===== src/rtl/pbs_pkg.sv =====
package pbs_pkg;

  typedef enum logic [3:0] {
    ST_IDLE,
    ST_SETTLE,
    ST_QUIESCE,
    ST_PWRDN,
    ST_LOAD,
    ST_RESET,
    ST_LOCK,
    ST_UNBYP,
    ST_ENABLE,
    ST_GUARD
  } seq_state_t;

  // cycles = ceil(ns * khz / 1e6), never below one
  function automatic int ns_to_cyc(input longint ns, input longint khz);
    longint c;
    c = (ns * khz + 64'd999999) / 64'd1000000;
    if (c < 1) c = 1;
    return int'(c);
  endfunction

  function automatic int max2(input int a, input int b);
    return (a > b) ? a : b;
  endfunction

endpackage


===== src/rtl/pbs_encode.sv =====
module pbs_encode #(
  parameter int M_W   = 12,
  parameter int D_W   = 6,
  parameter int OD_W  = 4,
  parameter int BWL_W = 8,
  parameter int BWH_W = 3
) (
  input  logic [M_W-1:0]   m,
  input  logic [D_W-1:0]   d,
  input  logic [OD_W-1:0]  od,
  output logic [M_W-1:0]   mult_f,
  output logic [D_W-1:0]   prediv_f,
  output logic [OD_W-1:0]  postdiv_f,
  output logic [BWL_W-1:0] bw_lo_f,
  output logic [BWH_W-1:0] bw_hi_f
);

  logic [M_W-2:0] bw_full;

  assign mult_f    = m - M_W'(1);
  assign prediv_f  = d - D_W'(1);
  assign postdiv_f = od - OD_W'(1);
  assign bw_full   = mult_f[M_W-1:1];
  assign bw_lo_f   = bw_full[BWL_W-1:0];
  assign bw_hi_f   = bw_full[M_W-2:BWL_W];

endmodule


===== src/rtl/pbs_timer.sv =====
module pbs_timer #(
  parameter int CW = 16
) (
  input  logic          clk,
  input  logic          rst_n,
  input  logic          load,
  input  logic [CW-1:0] load_val,
  output logic          expired
);

  logic [CW-1:0] cnt_q;

  always_ff @(posedge clk or negedge rst_n) begin
    if (!rst_n) begin
      cnt_q <= '0;
    end else if (load) begin
      cnt_q <= load_val;
    end else if (cnt_q != '0) begin
      cnt_q <= cnt_q - CW'(1);
    end
  end

  assign expired = (cnt_q == '0);

endmodule


===== src/rtl/pbs_fsm.sv =====
module pbs_fsm
  import pbs_pkg::*;
#(
  parameter int CW          = 16,
  parameter int SET_C       = 10,
  parameter int QUIESCE_CYC = 4,
  parameter int PWR_C       = 5,
  parameter int RST_C       = 7,
  parameter int GRD_C       = 10
) (
  input  logic          clk,
  input  logic          rst_n,
  input  logic          req_valid,
  input  logic          was_byp,
  input  logic [CW-1:0] lock_cyc,
  output seq_state_t    state_q,
  output seq_state_t    state_d,
  output logic          req_ready
);

  logic          expired;
  logic          load;
  logic [CW-1:0] dur;
  logic [CW-1:0] dur_m1;

  always_comb begin
    state_d = state_q;
    unique case (state_q)
      ST_IDLE:    if (req_valid) state_d = ST_SETTLE;
      ST_SETTLE:  if (expired) state_d = ST_QUIESCE;
      ST_QUIESCE: if (expired) state_d = was_byp ? ST_PWRDN : ST_LOAD;
      ST_PWRDN:   if (expired) state_d = ST_LOAD;
      ST_LOAD:    state_d = ST_RESET;
      ST_RESET:   if (expired) state_d = ST_LOCK;
      ST_LOCK:    if (expired) state_d = ST_UNBYP;
      ST_UNBYP:   state_d = ST_ENABLE;
      ST_ENABLE:  state_d = ST_GUARD;
      ST_GUARD:   if (expired) state_d = ST_IDLE;
      default:    state_d = ST_IDLE;
    endcase
  end

  always_comb begin
    unique case (state_d)
      ST_SETTLE:  dur = CW'(SET_C);
      ST_QUIESCE: dur = CW'(QUIESCE_CYC);
      ST_PWRDN:   dur = CW'(PWR_C);
      ST_RESET:   dur = CW'(RST_C);
      ST_LOCK:    dur = lock_cyc;
      ST_GUARD:   dur = CW'(GRD_C);
      default:    dur = CW'(1);
    endcase
    dur_m1 = (dur == '0) ? '0 : dur - CW'(1);
  end

  assign load = (state_d != state_q);

  pbs_timer #(.CW(CW)) timer_i (
    .clk      (clk),
    .rst_n    (rst_n),
    .load     (load),
    .load_val (dur_m1),
    .expired  (expired)
  );

  always_ff @(posedge clk or negedge rst_n) begin
    if (!rst_n) state_q <= ST_IDLE;
    else        state_q <= state_d;
  end

  assign req_ready = (state_q == ST_IDLE);

endmodule


===== src/rtl/pll_bringup_seq.sv =====
module pll_bringup_seq
  import pbs_pkg::*;
#(
  parameter int M_W          = 12,
  parameter int D_W          = 6,
  parameter int OD_W         = 4,
  parameter int BWL_W        = 8,
  parameter int REF_KHZ      = 100000,
  parameter int SETTLE_NS    = 100000,
  parameter int PWRDN_NS     = 5000,
  parameter int RST_NS       = 7000,
  parameter int LOCK_NS      = 50000,
  parameter int GUARD_NS     = 100000,
  parameter int QUIESCE_CYC  = 4,
  parameter bit LOCK_BY_DIV  = 1'b0,
  parameter int LOCK_PER_DIV = 500
) (
  input  logic                     clk,
  input  logic                     rst_n,
  input  logic                     req_valid,
  output logic                     req_ready,
  input  logic [M_W-1:0]           req_m,
  input  logic [D_W-1:0]           req_d,
  input  logic [OD_W-1:0]          req_od,
  input  logic                     in_bypass,
  output logic [M_W-1:0]           pll_mult,
  output logic [D_W-1:0]           pll_prediv,
  output logic [OD_W-1:0]          pll_postdiv,
  output logic [BWL_W-1:0]         pll_bw_lo,
  output logic [M_W-2-BWL_W:0]     pll_bw_hi,
  output logic                     pll_sat_en,
  output logic                     pll_bypass,
  output logic                     pll_pwrdn,
  output logic                     pll_rst,
  output logic                     pll_en,
  output logic                     done
);

  localparam int BWH_W    = M_W - 1 - BWL_W;
  localparam int SET_C    = ns_to_cyc(SETTLE_NS, REF_KHZ);
  localparam int PWR_C    = ns_to_cyc(PWRDN_NS, REF_KHZ);
  localparam int RST_C    = ns_to_cyc(RST_NS, REF_KHZ);
  localparam int LOCK_C   = ns_to_cyc(LOCK_NS, REF_KHZ);
  localparam int GRD_C    = ns_to_cyc(GUARD_NS, REF_KHZ);
  localparam int LOCK_MAX = LOCK_BY_DIV ? LOCK_PER_DIV * ((1 << D_W) - 1) : LOCK_C;
  localparam int MAX_C    = max2(max2(max2(SET_C, GRD_C), max2(PWR_C, RST_C)),
                                 max2(LOCK_MAX, QUIESCE_CYC));
  localparam int CW       = $clog2(MAX_C + 1);

  seq_state_t      state_q;
  seq_state_t      state_d;
  logic            accept;
  logic            byp_q;
  logic [M_W-1:0]  m_q;
  logic [D_W-1:0]  d_q;
  logic [OD_W-1:0] od_q;
  logic [CW-1:0]   lock_cyc;

  logic [M_W-1:0]   mult_f;
  logic [D_W-1:0]   prediv_f;
  logic [OD_W-1:0]  postdiv_f;
  logic [BWL_W-1:0] bw_lo_f;
  logic [BWH_W-1:0] bw_hi_f;

  assign accept = req_valid && req_ready;

  // request capture
  always_ff @(posedge clk or negedge rst_n) begin
    if (!rst_n) begin
      byp_q <= 1'b0;
      m_q   <= '0;
      d_q   <= '0;
      od_q  <= '0;
    end else if (accept) begin
      byp_q <= in_bypass;
      m_q   <= req_m;
      d_q   <= req_d;
      od_q  <= req_od;
    end
  end

  generate
    if (LOCK_BY_DIV) begin : g_lock_div
      assign lock_cyc = CW'(LOCK_PER_DIV * int'({1'b0, d_q}));
    end else begin : g_lock_fix
      assign lock_cyc = CW'(LOCK_C);
    end
  endgenerate

  pbs_encode #(
    .M_W(M_W), .D_W(D_W), .OD_W(OD_W), .BWL_W(BWL_W), .BWH_W(BWH_W)
  ) enc_i (
    .m         (m_q),
    .d         (d_q),
    .od        (od_q),
    .mult_f    (mult_f),
    .prediv_f  (prediv_f),
    .postdiv_f (postdiv_f),
    .bw_lo_f   (bw_lo_f),
    .bw_hi_f   (bw_hi_f)
  );

  pbs_fsm #(
    .CW(CW), .SET_C(SET_C), .QUIESCE_CYC(QUIESCE_CYC),
    .PWR_C(PWR_C), .RST_C(RST_C), .GRD_C(GRD_C)
  ) fsm_i (
    .clk       (clk),
    .rst_n     (rst_n),
    .req_valid (req_valid),
    .was_byp   (byp_q),
    .lock_cyc  (lock_cyc),
    .state_q   (state_q),
    .state_d   (state_d),
    .req_ready (req_ready)
  );

  // PLL control outputs, updated on the edge that enters each step
  always_ff @(posedge clk or negedge rst_n) begin
    if (!rst_n) begin
      pll_mult    <= '0;
      pll_prediv  <= '0;
      pll_postdiv <= '0;
      pll_bw_lo   <= '0;
      pll_bw_hi   <= '0;
      pll_sat_en  <= 1'b0;
      pll_bypass  <= 1'b1;
      pll_pwrdn   <= 1'b0;
      pll_rst     <= 1'b0;
      pll_en      <= 1'b0;
      done        <= 1'b0;
    end else begin
      if (state_d == ST_QUIESCE && state_q != ST_QUIESCE) begin
        pll_en     <= 1'b0;
        pll_bypass <= 1'b1;
        if (byp_q) pll_sat_en <= 1'b1;
      end
      if (state_d == ST_LOAD) begin
        pll_mult    <= mult_f;
        pll_prediv  <= prediv_f;
        pll_postdiv <= postdiv_f;
        pll_bw_lo   <= bw_lo_f;
        pll_bw_hi   <= bw_hi_f;
      end
      if (state_d == ST_UNBYP)  pll_bypass <= 1'b0;
      if (state_d == ST_ENABLE) pll_en     <= 1'b1;
      pll_pwrdn <= (state_d == ST_PWRDN);
      pll_rst   <= (state_d == ST_RESET);
      done      <= (state_d == ST_ENABLE);
    end
  end

endmodule


===== config.mk =====
export PLATFORM = sky130hd
export DESIGN_NAME = pll_bringup_seq
export DESIGN_NICKNAME = d
export VERILOG_FILES = /design/src/rtl/pbs_pkg.sv /design/src/rtl/pbs_encode.sv /design/src/rtl/pbs_timer.sv /design/src/rtl/pbs_fsm.sv /design/src/rtl/pll_bringup_seq.sv
export SDC_FILE = /design/constraint.sdc
export NUM_CORES = 1
export LEC_CHECK = 0
export ABC_AREA = 1
export BUFFER_PORTS_ARGS = -buffer_cell sky130_fd_sc_hd__buf_2
export CORE_MARGIN = 2
export CORE_UTILIZATION = 25
export CTS_CLUSTER_SIZE = 25
export DETAILED_ROUTE_END_ITERATION = 8
export GPL_TIMING_DRIVEN = 0
export HOLD_SLACK_MARGIN = 0.05
export PLACE_DENSITY_LB_ADDON = 0.15
export SKIP_CTS_REPAIR_TIMING = 1
export SYNTH_ARGS = -nofsm -noshare
export SYNTH_HDL_FRONTEND = slang
export SYNTH_SLANG_ARGS = --single-unit

===== constraint.sdc =====
create_clock -name clk -period 4.9 [get_ports clk]
set_clock_uncertainty 0.2 [all_clocks]
set_input_delay 0.245 -clock clk [delete_from_list [all_inputs] [get_ports clk]]
set_output_delay 0.245 -clock clk [all_outputs]
set_load 0.005 [all_outputs]

==> results of run 1 <==
==> sequential cells by signal, indices dropped and copies added (netlist names) <==
name,cells
fsm_i.timer_i.cnt_q,14
m_q,12
pll_mult,12
d_q,6
pll_prediv,6
fsm_i.state_q,4
od_q,4
pll_postdiv,4
byp_q,1
done,1
pll_bypass,1
pll_en,1
pll_pwrdn,1
pll_rst,1
pll_sat_en,1
==> final timing paths <==
path	depth (start not counted)	startpoint	end	slack (ns)
min in group clk	5	req_valid	fsm_i.timer_i.cnt_q[10]	0.20
hold reg to reg	1	d_q[0]	pll_prediv[0]	0.26
setup reg to reg	10	fsm_i.timer_i.cnt_q[0]	fsm_i.timer_i.cnt_q[4]	2.34
setup / recovery	10	fsm_i.timer_i.cnt_q[0]	fsm_i.timer_i.cnt_q[4]	2.34
hold / removal	2	rst_n	pll_sat_en	0.19
max in group asynchronous	3	rst_n	pll_mult[2]	3.75
==> layout make-up <==
type                    instances  area [sq um]  area share (%)
clock buffers                   9           225            4.87
clock inverters                 6          63.8            1.38
flip-flops and latches         69          1730            37.3
inverters                      43           161            3.49
multi-input cells             276          1500            32.4
well taps                     180           225            4.87
plain buffers                  21           138            2.97
repair buffers                 90           588            12.7
==> metal layers <==
layer	vias up	share of wire, %	GRT usage, %	routed length, um
met5	-	0	0	0
li1	1524	-	-	-
met1	1426	50	18.2	4550
met3	12	3.6	2.09	324
met4	0	1.9	5.82	168
met2	73	44	18.9	3980
==> where the power goes <==
group | total (mW) | internal (mW) | switching (mW) | leakage, nW
sequential | 0.570 | 0.570 | 0 | 0.842
combinational | 0.0380 | 0.0213 | 0.0167 | 1.49
clock | 0.642 | 0.391 | 0.251 | 0.138
==> stage by stage <==
stage | instance area (sq um) | instances
6_report | 4630 | 694
5_1_grt | 4630 | 694
4_1_cts | 4390 | 670
3_5_place_dp | 4100 | 655
3_3_place_gp | 4080 | 654
2_1_floorplan | 3520 | 409
==> cell families (layout without fill, tap and decap cells) <==
group,count (synthesis),count (layout),share of synthesized area (%)
muxes,10,10,3.19
adders and majority gates,4,4,1.42
xor gates and xnor gates,23,23,5.72
and+or+nand+nor,180,180,23.0
AOI/OAI and AO/OA,59,59,9.12
DFF,69,69,49.0
buffers and inverters,64,169,8.48
==> synthesized netlist by cell type (4+ instances only) <==
| master | number |
|---|---|
| nor2_1 | 58 |
| nand3_1 | 29 |
| inv_2 | 4 |
| a31oi_1 | 6 |
| xor2_1 | 10 |
| mux2_2 | 10 |
| xnor2_1 | 13 |
| inv_1 | 39 |
| buf_2 | 5 |
| nand2_2 | 5 |
| o21ai_1 | 11 |
| nor2_2 | 6 |
| ha_1 | 4 |
| a21oi_1 | 24 |
| o21ai_0 | 13 |
| buf_4 | 12 |
| nand2_1 | 65 |
| dfrtp_1 | 68 |
| nand4_1 | 5 |
==> flow_summary.toml, run 1 <==
[status]
status = "finished, final reports clean"

[layout]
nNetsFinal = 540
n_antenna_cell = 0
fillers = 1445
area_growth_pct = 31.3
utilization_pct = 33.5
layout-drive-gt1-share_pct = 25.7
final_cell_mix = "buf_2 (69), dfrtp_1 (68), nand2_1 (65)"
layout_commonest_cell = "buf_2"

[clock_tree]
cts_tree = "yes"
clkTransAtPathRegs_ns = 0.06
cts_sinks = 69
cts_buffer_depth = 2
htree_levels = 3
clk_latency_ns = 0.33
cts_inserted_buffers = 9
clockRootBuffer = "clkbuf_16"

[power_and_ir_drop]
power.total_mw = 1.25
ir_worst_vdd_v = 0.000125
powerDensity_mw_per_mm2 = 270
p_leak_nw = 2.47

[logic_synthesis]
yosys_warnings = 0
syn-num-nets = 439
ys_seq_area_share_pct = 49.0
async_reset_ff_share_pct = 100
ys_seq_elements = 69
ys_top_cells_by_area = "dfrtp_1 (48%), nand2_1 (6.9%), nor2_1 (6.2%), inv_1 (4.2%), nand3_1 (4.1%)"
synth_cell_type_count = 37
synth_top_area_share_pct = 48.3
syn-cell-area_sq_mm = 0.00352
syn_inst = 409
synth_area_per_cell_sq_um = 8.62
synth.largest_area_cell = "dfrtp_1"
synth_edf_count = 0
ys.flop_type = "dfrtp_1"

[placement]
dp_worst_setup_slack_ns = 2.34
dp_hpwl_mm = 6.72
routabilityCongestion = 0.900
port_buffers = 65

[floorplan]
fp-row-count = 43
die_area_sq_mm = 0.0151
die-width_um = 123
core_sq_mm = 0.0138
fp.dieH_um = 123
ios = 66
start_util_pct = 25.5

[global_route]
grt_first_pass_wirelength_mm = 14.8
grt_pass1_vias = 2936
globalRouteOverflowTotal = 0
grt_antenna_before_repair = 0
grt_use_total_pct = 12.8
grt_max_degree = 41

[timing]
relSlewSlack_pct = 56.6
rsz0062_at_grt = "false"
slew_violations = 0
setup_viol = 0
final-hold-violation-count = 0
fmax_mhz = 391
hold_slack_ns = 0.186
finalCritPeriodShare_pct = 52.2
fin_ws_ns = 2.34
max_slew.worst_pin.slew_ns = 0.648
fin_setup_tns_ns = 0
period_minus_slack_ns = 2.56

[critical_path]
startpoint_type = "flip-flop"
cp_num_buf_inv = 1
critical_path.top_delay_family = "simple AND/OR/NAND/NOR gates"
worstPathMaxFanout = 8
crit_path_max_incr_delay_ns = 0.52
worstPathCellList = "inv_1 > ha_1 > nand2_2 > nor2_8 > nand3_1 > nand3_2 > o211ai_2 > nor2_1 > nand3_1 > a21oi_1"
path_common_cell = "nand3_1"
path_class = "flip-flop to flip-flop"
cp-end-kind = "flip-flop"
worstPathArrival_ns = 2.61
required_ns = 4.95
cp_slowest_cell = "nor2_1"

[routing]
post-route-drc-count = 0
via_count = 3035
routed_wl_mm = 9.03
routed_via_density = 4.37
drtIter0Drc = 129
wl_per_cell_um = 13.0
antenna_left = 0
dr.pass1.iters = 4

[run]
drv_cap = 0

[worst_hold_path]
hp-class = "input port to asynchronous set/reset pin"
Note: power is estimated with default switching activity, not from simulation.
==> run 2, diff against run 1 <==
==> constraint.sdc (replaced) <==
create_clock -name clk -period 2.25 [get_ports clk]
set_clock_uncertainty 0.2 [all_clocks]
set_input_delay 0.1125 -clock clk [delete_from_list [all_inputs] [get_ports clk]]
set_output_delay 0.1125 -clock clk [all_outputs]
set_load 0.005 [all_outputs]
==> flow_summary.toml, run 2 (same netlist as run 1, synthesis figures left out) <==
[clock_tree]
cts_buffer_depth = 2
cts_sinks = 69
cts_tree = "yes"
cts_inserted_buffers = 9
clk_latency_ns = 0.33
clockRootBuffer = "clkbuf_16"
clkTransAtPathRegs_ns = 0.06
htree_levels = 3

[timing]
finalCritPeriodShare_pct = 103
fmax_mhz = 432
max_slew.worst_pin.slew_ns = 0.466
period_minus_slack_ns = 2.32
relSlewSlack_pct = 68.9
rsz0062_at_grt = "true"
fin_ws_ns = -0.0667
fin_setup_tns_ns = -0.253
slew_violations = 0
final-hold-violation-count = 0
setup_viol = 9

[floorplan]
die-width_um = 123
fp.dieH_um = 123
fp-row-count = 43
ios = 66
core_sq_mm = 0.0138
die_area_sq_mm = 0.0151
start_util_pct = 25.5

[critical_path]
cp-end-kind = "flip-flop"
startpoint_type = "flip-flop"
required_ns = 2.27
path_common_cell = "nand2_1"
crit_path_max_incr_delay_ns = 0.41
crit_start = "fsm_i.timer_i.cnt_q[10]"
worstPathCellList = "nor2_2 > nand2_2 > nor2_4 > nand4_1 > nand3_4 > nor2_2 > nor2_2 > nand2_2 > buf_6 > nand2_1 > nand2_1 > nand2_1 > nand2_1"
r2r_start = "fsm_i.timer_i.cnt_q[10]"
worstPathMaxFanout = 5
cp_slowest_cell = "dfrtp_1"
path_class = "flip-flop to flip-flop"
cp_num_buf_inv = 1
worstPathArrival_ns = 2.34
critical_path.top_delay_family = "simple AND/OR/NAND/NOR gates"

[placement]
routabilityCongestion = 0.900
port_buffers = 65
dp_hpwl_mm = 6.72
dp.cells = 655
dp_worst_setup_slack_ns = -0.305

[global_route]
grt_first_pass_wirelength_mm = 14.8
grt_antenna_before_repair = 0
grt_use_total_pct = 12.8
grt_pass1_vias = 2936
globalRouteOverflowTotal = 0
grt_max_degree = 41

[routing]
dr.pass1.iters = 4
wl_per_cell_um = 13.2
routed_via_density = 4.38
antenna_left = 0
post-route-drc-count = 0
via_count = 3153
routed_wl_mm = 9.49
drtIter0Drc = 145

[layout]
fillers = 1399
largest-register = "fsm_i.timer_i.cnt_q"
largest_register_ffs = 14
area_growth_pct = 45.0
final_cell_mix = "buf_2 (65), dfrtp_1 (64), nand2_1 (58)"
multi_input_area_sq_mm = 0.00174
layout-drive-gt1-share_pct = 37.2
utilization_pct = 37.0
layout_commonest_cell = "buf_2"
stdcell_count = 720
nNetsFinal = 566
largest_registers = "fsm_i.timer_i.cnt_q: 14 flops, m_q: 12 flops, pll_mult: 12 flops"
n_antenna_cell = 0
seq_area_sq_mm = 0.00173

[worst_hold_path]
hp-class = "input port to asynchronous set/reset pin"

[power_and_ir_drop]
p_leak_nw = 2.68
ir_worst_vdd_v = 0.000272
powerDensity_mw_per_mm2 = 533
power.total_mw = 2.72

[status]
violations = "negative setup slack"
status = "finished, violations left"

[run]
drv_cap = 0
run 2: power breakdown:
part	switching, mW	internal [mW]
combinational	0.0366	0.0463
clock	0.549	0.851
sequential	0	1.24
run 2: cell type report:
type                    count  area share, %
multi-input cells         277           34.1
flip-flops and latches     69           33.9
repair buffers            115           15.5
clock buffers               9           4.41
well taps                 180           4.41
inverters                  43           3.26
plain buffers              21           3.18
clock inverters             6           1.25
run 2: routing by layer:
metal / vias up / share of wire, % / GRT usage, %
li1: 1570 / - / -
met1: 1501 / 49 / 18.2
met2: 71 / 46 / 18.9
met3: 11 / 3.5 / 2.09
met4: 0 / 1.6 / 5.82
met5: - / 0 / 0
run 2: final timing paths:
path	to	slack, ns	cells past startpoint
worst min register to register	pll_prediv[0]	0.26	1
worst max register to register	fsm_i.timer_i.cnt_q[1]	-0.07	13
worst min-delay path	pll_sat_en	0.05	2
worst max-delay path	fsm_i.timer_i.cnt_q[1]	-0.07	13
max in group asynchronous	pll_mult[2]	1.23	3
min in group clk	fsm_i.timer_i.cnt_q[10]	0.07	5
run 2: per-stage QoR:
stage,instance area (sq um),hold slack (ns)
final,5110,0.0545
after global routing,5110,0.0900
after CTS,4390,-0.478
after detailed placement,4100,-0.128
after global placement,4080,0.147
after floorplan,3520,-0.383
run 2: worst register-to-register path: cells and delay by family (launching register included):
| family | cells | cell delay (ns) |
|---|---|---|
| buffers and inverters | 1 | 0.16 |
| flip-flops | 1 | 0.41 |
| AND/OR/NAND/NOR | 12 | 1.46 |
